--- config.mk ---
export PLATFORM = sky130hd
export DESIGN_NAME = frame_avg_ctrl
export DESIGN_NICKNAME = d
export VERILOG_FILES = /design/src/rtl/fa_pkg.sv /design/src/rtl/fa_addr_gen.sv /design/src/rtl/fa_blend.sv /design/src/rtl/fa_wb_stage.sv /design/src/rtl/frame_avg_ctrl.sv
export SDC_FILE = /design/constraint.sdc
export NUM_CORES = 1
export LEC_CHECK = 0
export ABC_AREA = 0
export BUFFER_PORTS_ARGS = -buffer_cell sky130_fd_sc_hd__buf_2
export CORE_MARGIN = 4
export CORE_UTILIZATION = 45
export CTS_BUF_LIST = sky130_fd_sc_hd__clkbuf_16
export CTS_CLUSTER_DIAMETER = 50
export CTS_CLUSTER_SIZE = 10
export DETAILED_ROUTE_END_ITERATION = 12
export HOLD_SLACK_MARGIN = 0.08
export PLACE_DENSITY = 0.79
export SLEW_MARGIN = 20
export SYNTH_ARGS = -nofsm -noshare
export SYNTH_HDL_FRONTEND = slang
export SYNTH_SLANG_ARGS = --single-unit
--- constraint.sdc ---
create_clock -name clk -period 2.4 [get_ports clk]
set_input_delay 0.24 -clock clk [delete_from_list [all_inputs] [get_ports clk]]
set_output_delay 0.24 -clock clk [all_outputs]
set_load 0.005 [all_outputs]
--- src/rtl/fa_pkg.sv ---
`timescale 1ns/1ps
package fa_pkg;
  typedef enum logic {FA_WRAP = 1'b0, FA_HOLD = 1'b1} fa_end_e;
endpackage

--- src/rtl/fa_addr_gen.sv ---
`timescale 1ns/1ps
module fa_addr_gen
  import fa_pkg::*;
#(
  parameter int      ADDR_W    = 18,
  parameter int      FRAME_PIX = 1024,
  parameter fa_end_e END_MODE  = FA_WRAP
) (
  input  logic              clk,
  input  logic              rst,
  input  logic              fsync,
  input  logic              run,
  output logic [ADDR_W-1:0] addr
);
  localparam logic [ADDR_W-1:0] LAST = ADDR_W'(FRAME_PIX - 1);

  logic              at_last;
  logic [ADDR_W-1:0] nxt;

  assign at_last = (addr == LAST);

  generate
    if (END_MODE == FA_WRAP) begin : g_wrap
      assign nxt = at_last ? '0 : addr + 1'b1;
    end else begin : g_hold
      assign nxt = at_last ? LAST : addr + 1'b1;
    end
  endgenerate

  always_ff @(posedge clk) begin
    if (rst)        addr <= '0;
    else if (fsync) addr <= '0;
    else if (run)   addr <= nxt;
  end
endmodule

--- src/rtl/fa_blend.sv ---
`timescale 1ns/1ps
module fa_blend #(
  parameter int PIX_W = 8
) (
  input  logic [PIX_W-1:0] prior,
  input  logic [PIX_W-1:0] fresh,
  input  logic             pass,
  output logic [PIX_W-1:0] mixed
);
  logic [PIX_W:0] sum;

  assign sum   = {1'b0, prior} + {1'b0, fresh} + {{PIX_W{1'b0}}, 1'b1};
  assign mixed = pass ? fresh : sum[PIX_W:1];
endmodule

--- src/rtl/fa_wb_stage.sv ---
`timescale 1ns/1ps
module fa_wb_stage #(
  parameter int PIX_W = 8
) (
  input  logic             clk,
  input  logic             rst,
  input  logic             act,
  input  logic             sof_in,
  input  logic [PIX_W-1:0] mixed,
  output logic [PIX_W-1:0] wb_data,
  output logic             wb_sof,
  output logic             wb_vld
);
  // captured at the middle of the pixel period, after the read half
  always_ff @(negedge clk) begin
    if (rst) begin
      wb_data <= '0;
      wb_sof  <= 1'b0;
      wb_vld  <= 1'b0;
    end else if (act) begin
      wb_data <= mixed;
      wb_sof  <= sof_in;
      wb_vld  <= 1'b1;
    end
  end
endmodule

--- src/rtl/frame_avg_ctrl.sv ---
`timescale 1ns/1ps
module frame_avg_ctrl
  import fa_pkg::*;
#(
  parameter int      PIX_W     = 8,
  parameter int      ADDR_W    = 18,
  parameter int      FRAME_PIX = 1024,
  parameter fa_end_e END_MODE  = FA_WRAP
) (
  input  logic              clk,
  input  logic              rst,
  input  logic              fsync,
  input  logic [PIX_W-1:0]  pix_in,
  output logic [ADDR_W-1:0] sram_addr,
  input  logic [PIX_W-1:0]  sram_rdata,
  output logic [PIX_W-1:0]  sram_wdata,
  output logic              sram_re,
  output logic              sram_we,
  output logic [PIX_W-1:0]  pix_out,
  output logic              pix_out_vld,
  output logic              pix_out_sof
);
  logic             started;
  logic             bypass;
  logic [PIX_W-1:0] pix_q;
  logic             sof_q;
  logic [PIX_W-1:0] mixed;
  logic [PIX_W-1:0] wb_data;
  logic             wb_sof;
  logic             wb_vld;

  always_ff @(posedge clk) begin
    if (rst) begin
      started <= 1'b0;
      bypass  <= 1'b1;
      pix_q   <= '0;
      sof_q   <= 1'b0;
    end else begin
      if (fsync) begin
        started <= 1'b1;
        bypass  <= ~started;
      end
      pix_q <= pix_in;
      sof_q <= fsync;
    end
  end

  fa_addr_gen #(
    .ADDR_W   (ADDR_W),
    .FRAME_PIX(FRAME_PIX),
    .END_MODE (END_MODE)
  ) u_addr (
    .clk  (clk),
    .rst  (rst),
    .fsync(fsync),
    .run  (started),
    .addr (sram_addr)
  );

  fa_blend #(.PIX_W(PIX_W)) u_blend (
    .prior(sram_rdata),
    .fresh(pix_q),
    .pass (bypass),
    .mixed(mixed)
  );

  fa_wb_stage #(.PIX_W(PIX_W)) u_wb (
    .clk    (clk),
    .rst    (rst),
    .act    (started),
    .sof_in (sof_q),
    .mixed  (mixed),
    .wb_data(wb_data),
    .wb_sof (wb_sof),
    .wb_vld (wb_vld)
  );

  // read strobe in the high half, write strobe in the low half
  assign sram_re    = started & clk;
  assign sram_we    = started & ~clk;
  assign sram_wdata = wb_data;

  always_ff @(posedge clk) begin
    if (rst) begin
      pix_out     <= '0;
      pix_out_vld <= 1'b0;
      pix_out_sof <= 1'b0;
    end else begin
      pix_out     <= wb_data;
      pix_out_vld <= wb_vld;
      pix_out_sof <= wb_sof;
    end
  end
endmodule

==> summary.txt <==
Yosys
  – Synth cell types: 49
  – Mux cell area share after synthesis: under 10%
  – Adder-cell share of the synthesized area: 5.39%
  – Cells after Synth: approximately 240
  – Post-Syn Area per Cell: between 9 and 10 sq um
  – Nets in the synthesized netlist: 270
  – Warnings, synthesis: 0
  – Main combinational cell family by area after synthesis: simple AND/OR/NAND/NOR gates
  – Synth Area in Compound Gates: between 10% and 20%
  – Async set or reset register ratio after synthesis: 0%
  – Post-synthesis simple-gate area fraction: 29.3%
  – Post-synth EDFFs: 0
  – #FFs+latches synth: 49
  – Top FF cell, synth: dfxtp_1
  – Mapped cell area: ~2200 sq um
  – Post-synthesis sequential area ratio: between 40 and 50%
  – Post-Synth XOR/XNOR Area: around 5.5%

Die
  – IO Pins: 57
  – CORE AREA: about 4800 sq um
  – Die area: approximately 6000 sq um
  – Die height: a little under 80 microns
  – Die Wd: ~78 microns
  – Starting Density: 46.9%
  – Num rows: 25

Global route
  – Grt total ovfl: 0
  – Pin count of the biggest net entering global routing: 26
  – All-Layer GR Usage: around a fifth
  – First-pass GRT wire length: about 10,000 microns
  – Vias in the first global route: 2,128
  – Antenna violations before repair: 1

Cells and area
  – # fillers: 362
  – Final instance area: approximately 3400 sq um
  – Area of the multi-input gates: approximately 1300 sq um
  – Post-layout util: a little under three quarters
  – Nets: around 370
  – Final Instance Count excl. Fillers: 416
  – FF/Latch Area: around 1000 sq um
  – Layout cells sized above 1: between 40% and 50%
  – Area Growth Syn to Fin: 52.9%

Routing
  – ANT nets after route: 0
  – Via density: about 5.2
  – DRT iter0 DRCs: around 150
  – DR vias: around 2,200
  – DRC: 0
  – Post-DR wirelength/cell: 15.6 microns
  – Final WL: around 6500 microns
  – First-pass iteration count of the detailed router: 4

Placement
  – IO Port Bufs: between 50 and 60
  – Placed inst area: 2740 sq um
  – Hpwl dp: between 3000 and 4000 microns
  – Pre-CTS WS: -0.617 ns
  – GPL Wtd Cong: 0.826
  – Placed insts: between 300 and 400

Worst setup path
  – Worst-path cell chain: nor2_4 > fa_2 > nor2b_4 > o21a_1 > nor3_2 > or3b_1 > a311oi_2
  – Critical Path AT: 2.21 ns
  – CP max stage delay: 0.38 ns
  – Crit path launch: pix_q[0]
  – Worst Path Buf+Inv: 0
  – R2r setup slk: -0.60 ns
  – Critical path's top delay family: simple AND/OR/NAND/NOR gates
  – Critical Path Start Type: register
  – Worst path slowest cell: fa_2
  – Reg2Reg Launch Point: pix_q[0]
  – CP Class: register to register
  – Crit-path max FO: 2
  – CP Capture Type: register
  – Required @ worst endpoint: approximately 1.6 ns

Clocking
  – CTS clk-pin slew, worst paths: about 0.07 ns
  – CTS tree: yes
  – Clk_lat worst skew: approximately 0.5 ns

Timing
  – Fin worst setup slack: -0.605 ns
  – Setup Viol. Count Final: 10
  – Unrepaired setup endpoints after global routing: yes
  – Worst Hold Slack: between 0.1 and 0.15 ns
  – Clock Skew: ~0.12 ns
  – Max-Slew Margin vs Limit: 56.1%
  – Worst-Margin Slew: about 0.66 ns
  – Final Hold Fails: 0
  – Max-slew violations: 0

Power
  – Worst vdd rail ir drop: between 0.5 and 0.6 mV
  – Power Density: between 700 and 800 nW/um^2
  – Leak: roughly 1.5 nW

Outcome
  – Outcome: finished, violations left
  – Failing checks: negative setup slack

Worst hold path
  – Worst hold path class: primary input to register
  – Worst Min Path Start: pix_in[0]

Job
  – Max cap viols: 0
## final timing paths
kind / to / depth (start not counted)
min: pix_q[0] / 2
min reg2reg: u_wb.wb_data[1] / 2
max reg2reg: u_wb.wb_data[3] / 7
max: u_wb.wb_data[3] / 7
## cells in the final DEF (no fill, tap or decap), drive strengths merged, types with 8 or more instances in the layout
cell type and instances:
ha 8, o21ai 13, buf 87, dlygate4sd3 8, dfxtp 49, xor2 8
inv 16, clkbuf 9, nand2 17, nor2b 24, a21oi 9, nor2 26
## Yosys cell counts, types with 4 or more instances
cell	instances	share of area, %
nor3_1	6	1.3
mux2i_1	5	2.2
nand2_1	17	2.9
nor2b_1	23	6.5
ha_1	8	4.5
clkbuf_1	5	0.84
a21oi_1	9	2.0
xor2_1	8	3.1
o21ai_0	11	2.5
inv_1	4	0.67
dfxtp_1	49	44
nand2b_1	6	1.7
or3_1	5	1.4
xnor2_1	6	2.4
nand3_1	6	1.3
nor2_1	26	4.4
## area by class of cell
| type | count | area share (%) |
|---|---|---|
| inverters | 4 | 0.441 |
| well taps | 67 | 2.46 |
| multi-input cells | 177 | 39.6 |
| clock inverters | 14 | 3.16 |
| flip-flops and latches | 49 | 29.2 |
| diodes | 1 | 0.0734 |
| clock buffers | 11 | 6.90 |
| repair buffers | 93 | 18.2 |
## power by group
part           internal, mW  total (mW)  switching, mW  leakage, nW
Sequential            0.846       0.869         0.0227        0.404
Combinational         0.163       0.313          0.150        0.912
Clock                 0.919        1.34          0.423        0.217
## worst register-to-register path, stage by stage, from the launching register on
cell and delay [ns]:
dfxtp_2 0.36, nor2_4 0.05, fa_2 0.38, nor2b_4 0.12, o21a_1 0.20, nor3_2 0.06
or3b_1 0.37, a311oi_2 0.26
## per-stage QoR
step	total power [mW]	setup TNS, ns
final	2.52	-3.24
after CTS	2.49	-2.37
after floorplan	1.05	-1.55
after detailed placement	1.15	-2.84
after global placement	1.14	-2.52
after global routing	2.61	-3.58
## sequential cells by signal, summed over array words and instances (netlist names)
register and count:
u_wb.wb_sof 1, u_wb.wb_data 8, pix_out_sof 1, sof_q 1
pix_q 8, bypass 1, u_wb.wb_vld 1, u_addr.addr 18
pix_out_vld 1, started 1, pix_out 8
## layer usage
layer | share of wire, % | track usage, % | up-vias
li1 | - | - | 1043
met1 | 42 | 25.7 | 1016
met2 | 49 | 33.6 | 89
met3 | 5.2 | 5.39 | 26
met4 | 3.9 | 14.3 | 0
met5 | 0 | 0 | -
## cells by family (layout without fill, tap and decap cells)
logic type               Yosys count  in the layout
flip-flops                        49             49
multiplexers                       5              5
other                              0              1
adder cells (fa/ha/maj)            9              9
buffers and inverters             16            122
AO/OA/AOI/OAI                     36             36
XOR/XNOR                          14             14
AND/OR/NAND/NOR                  113            113
## repair_timing
item                       in CTS  in global routing
setup endpoints to repair      10                 16
gates resized for setup        21                 14
pin swaps                      13                 10
hold buffers                    8                  0
hold endpoints to repair        8                  0
setup buffers                   7                  7
Note: power is estimated with default switching activity, not from simulation.
